### config.mk
export PLATFORM = sky130hd
export DESIGN_NAME = bus_arbiter
export DESIGN_NICKNAME = d
export VERILOG_FILES = /design/src/rtl/arb_pkg.sv /design/src/rtl/arb_prio.sv /design/src/rtl/arb_bound.sv /design/src/rtl/arb_fsm.sv /design/src/rtl/arb_drive.sv /design/src/rtl/bus_arbiter.sv
export SDC_FILE = /design/constraint.sdc
export NUM_CORES = 1
export LEC_CHECK = 0
export BUFFER_PORTS_ARGS = -buffer_cell sky130_fd_sc_hd__buf_2
export CORE_AREA = 4 4 41 43
export CTS_BUF_LIST = sky130_fd_sc_hd__clkbuf_4 sky130_fd_sc_hd__clkbuf_8
export CTS_CLUSTER_SIZE = 14
export DETAILED_ROUTE_END_ITERATION = 16
export DIE_AREA = 0 0 45 47
export GPL_ROUTABILITY_DRIVEN = 0
export PLACE_DENSITY = 0.54
export SETUP_SLACK_MARGIN = 0.3
export SYNTH_ARGS = -nofsm -noshare
export SYNTH_HDL_FRONTEND = slang
export SYNTH_SLANG_ARGS = --single-unit
### constraint.sdc
create_clock -name clk -period 3.8 [get_ports clk]
set_clock_uncertainty 0.1 [all_clocks]
set_input_delay 0.76 -clock clk [delete_from_list [all_inputs] [get_ports clk]]
set_output_delay 0.76 -clock clk [all_outputs]
set_load 0.03 [all_outputs]
### src/rtl/arb_pkg.sv
// Package: shared types for the bus arbiter.
// Assumes: three-state handover sequence; master index 0 has highest priority.
package arb_pkg;
    typedef enum logic [1:0] {
        ST_GAP = 2'd0,   // no owner, control negated
        ST_OWN = 2'd1,   // owner drives the bus
        ST_NEG = 2'd2    // owner still granted, control negated
    } arb_state_t;
endpackage

### src/rtl/arb_prio.sv
// Fixed-priority selector: lowest set request index wins.
// Assumes: DEF_IDX is returned when no request is set.
module arb_prio #(
    parameter int N_REQ   = 4,
    parameter int DEF_IDX = N_REQ - 1,
    localparam int IW     = $clog2(N_REQ)
) (
    input  logic [N_REQ-1:0] req_i,
    output logic [IW-1:0]    win_o
);
    logic [N_REQ-1:0] seen;
    logic [N_REQ-1:0] pick;

    // prefix OR chain marking requests at or above each priority level
    assign seen[0] = req_i[0];
    assign pick[0] = req_i[0];
    for (genvar g = 1; g < N_REQ; g++) begin : g_chain
        assign seen[g] = seen[g-1] | req_i[g];
        assign pick[g] = req_i[g] & ~seen[g-1];
    end

    // encode the single picked bit, falling back to the default owner
    always_comb begin
        win_o = IW'(DEF_IDX);
        for (int i = 0; i < N_REQ; i++) begin
            if (pick[i]) win_o = IW'(i);
        end
    end
endmodule

### src/rtl/arb_bound.sv
// Boundary detector: tells when the current owner may be replaced.
// Assumes: done_i is a one-cycle pulse; lock_i covers a whole atomic sequence.
module arb_bound #(
    parameter int N_REQ = 4,
    localparam int IW   = $clog2(N_REQ)
) (
    input  logic [IW-1:0]    owner_i,
    input  logic [N_REQ-1:0] cyc_i,
    input  logic [N_REQ-1:0] done_i,
    input  logic [N_REQ-1:0] lock_i,
    output logic             bnd_o
);
    // a cycle end or no cycle at all, never inside a locked sequence
    always_comb begin
        bnd_o = (done_i[owner_i] | ~cyc_i[owner_i]) & ~lock_i[owner_i];
    end
endmodule

### src/rtl/arb_fsm.sv
// Handover sequencer: OWN -> NEG -> GAP -> OWN(new owner).
// Assumes: win_i is valid every cycle; owner loads only in GAP.
module arb_fsm
    import arb_pkg::*;
#(
    parameter int N_REQ   = 4,
    parameter int DEF_IDX = N_REQ - 1,
    localparam int IW     = $clog2(N_REQ)
) (
    input  logic          clk,
    input  logic          rst_n,
    input  logic [IW-1:0] win_i,
    input  logic          bnd_i,
    output arb_state_t    state_o,
    output logic [IW-1:0] owner_o
);
    arb_state_t    state_q;
    logic [IW-1:0] owner_q;

    // state and owner register with synchronous reset to idle
    always_ff @(posedge clk) begin
        if (!rst_n) begin
            state_q <= ST_GAP;
            owner_q <= IW'(DEF_IDX);
        end else begin
            unique case (state_q)
                ST_GAP: begin
                    owner_q <= win_i;
                    state_q <= ST_OWN;
                end
                ST_OWN: begin
                    if (bnd_i && (win_i != owner_q)) state_q <= ST_NEG;
                end
                ST_NEG:  state_q <= ST_GAP;
                default: state_q <= ST_GAP;
            endcase
        end
    end

    assign state_o = state_q;
    assign owner_o = owner_q;
endmodule

### src/rtl/arb_drive.sv
// Output decode: grant vector, control negation and driver enable.
// Assumes: partial_i selects always-driven pins.
module arb_drive
    import arb_pkg::*;
#(
    parameter int N_REQ = 4,
    localparam int IW   = $clog2(N_REQ)
) (
    input  arb_state_t       state_i,
    input  logic [IW-1:0]    owner_i,
    input  logic             partial_i,
    output logic [N_REQ-1:0] gnt_o,
    output logic             ctl_neg_o,
    output logic             drv_en_o
);
    // grant held in OWN and NEG, dropped in GAP
    always_comb begin
        gnt_o = '0;
        if (state_i != ST_GAP) gnt_o[owner_i] = 1'b1;
    end

    // control active only while owning; drivers off only in the gap
    always_comb begin
        ctl_neg_o = (state_i != ST_OWN);
        drv_en_o  = (state_i != ST_GAP) | partial_i;
    end
endmodule

### src/rtl/bus_arbiter.sv
// Top: four-master fixed-priority bus arbiter with atomic locking and
// a negate/idle handover sequence.
// Assumes: index 0 highest priority, index N_REQ-1 default owner.
module bus_arbiter
    import arb_pkg::*;
#(
    parameter int N_REQ = 4,
    localparam int IW   = $clog2(N_REQ)
) (
    input  logic             clk,
    input  logic             rst_n,
    input  logic             partial_i,
    input  logic [N_REQ-1:0] req_i,
    input  logic [N_REQ-1:0] cyc_i,
    input  logic [N_REQ-1:0] done_i,
    input  logic [N_REQ-1:0] lock_i,
    output logic [N_REQ-1:0] gnt_o,
    output logic             ctl_neg_o,
    output logic             drv_en_o
);
    logic [IW-1:0] win;
    logic [IW-1:0] owner;
    logic          bnd;
    arb_state_t    state;

    arb_prio #(.N_REQ(N_REQ)) u_prio (
        .req_i (req_i),
        .win_o (win)
    );

    arb_bound #(.N_REQ(N_REQ)) u_bound (
        .owner_i (owner),
        .cyc_i   (cyc_i),
        .done_i  (done_i),
        .lock_i  (lock_i),
        .bnd_o   (bnd)
    );

    arb_fsm #(.N_REQ(N_REQ)) u_fsm (
        .clk     (clk),
        .rst_n   (rst_n),
        .win_i   (win),
        .bnd_i   (bnd),
        .state_o (state),
        .owner_o (owner)
    );

    arb_drive #(.N_REQ(N_REQ)) u_drive (
        .state_i   (state),
        .owner_i   (owner),
        .partial_i (partial_i),
        .gnt_o     (gnt_o),
        .ctl_neg_o (ctl_neg_o),
        .drv_en_o  (drv_en_o)
    );
endmodule

==> summary.md <==
| Metric | Value |
|---|---|
| Critical path arrival | `roughly 1300 ps` |
| RSZ-0062 raised after global routing | `no` |
| Mapped Avg Cell Area | `8.454 sq um` |
| Top cells by area, synth | `dfxtp_1, o311ai_0, nor3b_1` |
| FF-to-FF Start | `u_fsm.owner_o[0]$_SDFFE_PN1N_` |
| DRC | `0` |
| Pin count of the biggest net entering global routing | `14` |
| First-pass GRT wire length | `between 1 and 1.5 mm` |
| Setup crit start kind | `primary input` |
| Hold crit path type | `reg2reg` |
| Area leader, netlist | `dfxtp_1` |
| Crit path required time | `just under 3000 ps` |
| Die ar. | `between 2000 and 2500 sq um` |
| Ant diodes | `0` |
| Setup CP Type | `in2out` |
| Crit end category | `output port` |
| Power Total | `~0.00017 W` |
| Hold Buf Count CTS | `0` |
| Post-synth cell types | `22` |
| Final HPWL DP | `around 670 um` |
| Worst-Skew Late Latency | `~230 ps` |
| I/O pin count | `25` |
| Cells on Worst Hold Path | `1` |
| Post CTS Setup Buffer Count | `0` |
| Final WL | `833 um` |
| Core ar. | `between 1000 and 1500 sq um` |
| TritonRoute pass-1 iters | `4` |
| Setup violation total in the final timing report | `0` |
| CTS buffer count | `3` |
| Outcome | `finished, final reports clean` |
| 1st-iter DRT viols | `9` |
| Yosys warns | `0` |
| Achievable Freq | `about 460 MHz` |
| Synth top area share | `0.2560` |
| Htree depth | `1` |
| Max cap viols | `0` |
| Worst Hold End | `u_fsm.state_o[0]$_SDFFE_PN0P_` |
| # clock sinks | `4` |
| Top_reg_cell synth | `dfxtp_1` |
| Final Hold Viols | `0` |
| Post-detailed-route count of antenna-violating nets | `0` |
| Synth Cell Area | `~310 sq um` |
| Clk slew on worst S/H paths | `roughly 40 ps` |
| Final Cycle Share | `0.5730` |
| Max VDD drop | `approximately 160 uV` |
| Slew headroom | `0.7263` |
| Worst Tran Pin Value | `around 400 ps` |
| Crit path max fanout | `1` |
| Grt ovf | `0` |
| Vias/cell | `just under 5` |
| Post-cts resize count | `0` |
| Maximum clock path buffer count | `2` |
| Yosys reg bits | `4` |
| CP Launch Point | `partial_i` |
| PortBufs | `23` |
| Leakage | `roughly 0.22 nW` |
| CTS root buffer | `clkbuf_4` |
| Worst r2r dst | `u_fsm.state_o[1]$_SDFFE_PN0P_` |
| Fin util | `0.3510` |
| Min Tclk post-route | `~2200 ps` |
| All-Layer GR Usage | `0.08782` |
| Cells on worst reg2reg path | `4` |
| Power density over cell area | `between 300 and 400 nW/um^2` |
| Fill cell count | `142` |
| Syn nets | `56` |
| Die Height | `between 40 and 50 um` |
| Number of synthesized flops with an enable pin | `0` |
| Number of global-route vias before repair | `approximately 340` |
| Post-synthesis sequential area ratio | `0.2560` |
| Antenna violations before repair | `0` |
| Share of layout cells above drive strength 1 | `0.4590` |
| Die width | `approximately 45 um` |
| Final setup TNS | `0 ps` |
| Layout area overhead | `46.00%` |
| Area of the multi-input gates | `roughly 210 sq um` |
| CTS tree | `done` |
| Nets | `approximately 80` |
| Register area | `80.08 sq um` |
| R2R setup slack | `2040 ps` |
| Drt wl/cell | `~11 um` |
| Final-report max-slew violation count | `0` |
| Via count | `370` |
| Mapped Cells | `37` |
| Hold path startpoint | `u_fsm.state_o[1]$_SDFFE_PN0P_` |
| Async SR Flop Fraction | `0` |
| Num rows | `13` |
| Starting Density | `0.2404` |
routing by layer:
metal,wire [um],up-vias,global-route usage
met5,0,-,0
met3,108,0,0.02682
li1,-,192,-
met2,335,18,0.1328
met4,0,0,0.03509
met1,389,160,0.1164
Yosys cell counts, drive strengths merged (2+ instances only):
cell type	number
buf	2
dfxtp	4
inv	2
nand2	2
nand3b	2
nor2	2
nor2b	3
nor3	2
nor3b	3
o311ai	3
or4bb	2
kinds of logic after synthesis:
group           synth area share
buf+inv                  0.06400
flops                     0.2560
mux                      0.03200
compound gates            0.2080
simple gates              0.4401
report_power, final:
part / internal [W] / switching, W / leakage, nW / total (W)
registers: 0.0000478 / 0.0000122 / 0.0333 / 0.0000600
clock network: 0.0000352 / 0.0000149 / 0.0138 / 0.0000501
logic: 0.0000292 / 0.0000340 / 0.177 / 0.0000631
total: 0.000112 / 0.0000611 / 0.224 / 0.000173
layout make-up:
| cell class | instances | area share |
|---|---|---|
| multi-input cells | 29 | 0.4658 |
| repair buffers | 23 | 0.2521 |
| flip-flops and latches | 4 | 0.1753 |
| clock buffers | 3 | 0.04932 |
| well taps | 15 | 0.04110 |
| inverters | 2 | 0.01644 |
how the worst max path moves through the flow:
| stage | endpoint | slack [ps] | depth (start not counted) |
|---|---|---|---|
| after global placement | drv_en_o | 1620 | 3 |
| after CTS | drv_en_o | 1620 | 3 |
| after floorplan | gnt_o[1] | 1720 | 2 |
| after detailed placement | drv_en_o | 1620 | 3 |
| final | drv_en_o | 1620 | 3 |
| after global routing | gnt_o[1] | 1590 | 2 |
critical path, cell delays in order:
cell and delay, ps:
buf_2 90, or3_1 290, buf_2 180
registers in the layout, summed over array words and instances, names as in the netlist:
name,flops
u_fsm.owner_o,2
u_fsm.state_o,2
placed cells by master, fill, tap and decap left out:
master	n
clkbuf_4	3
o31ai_1	1
or3_1	1
nand3b_1	2
a2111oi_2	1
nor2_1	2
nor3_1	2
or2_2	1
nor3b_1	3
and3_1	1
buf_2	23
or4bb_1	2
a31oi_1	1
a311o_1	1
inv_1	2
mux2i_1	1
nand2_1	2
and3b_1	1
nor2b_1	3
dfxtp_1	4
nand2b_1	1
o311ai_0	3
stage by stage:
step	instances	setup WS, ps	hold WS (ps)	instance area, sq um
after floorplan	37	1717	356.3	312.8
after CTS	76	1618	409.2	456.7
final	76	1623	401.4	456.7
after global placement	73	1617	394.6	434.2
after detailed placement	73	1618	396.7	434.2
after global routing	76	1591	416.0	456.7
Note: power is estimated with default switching activity, not from simulation.
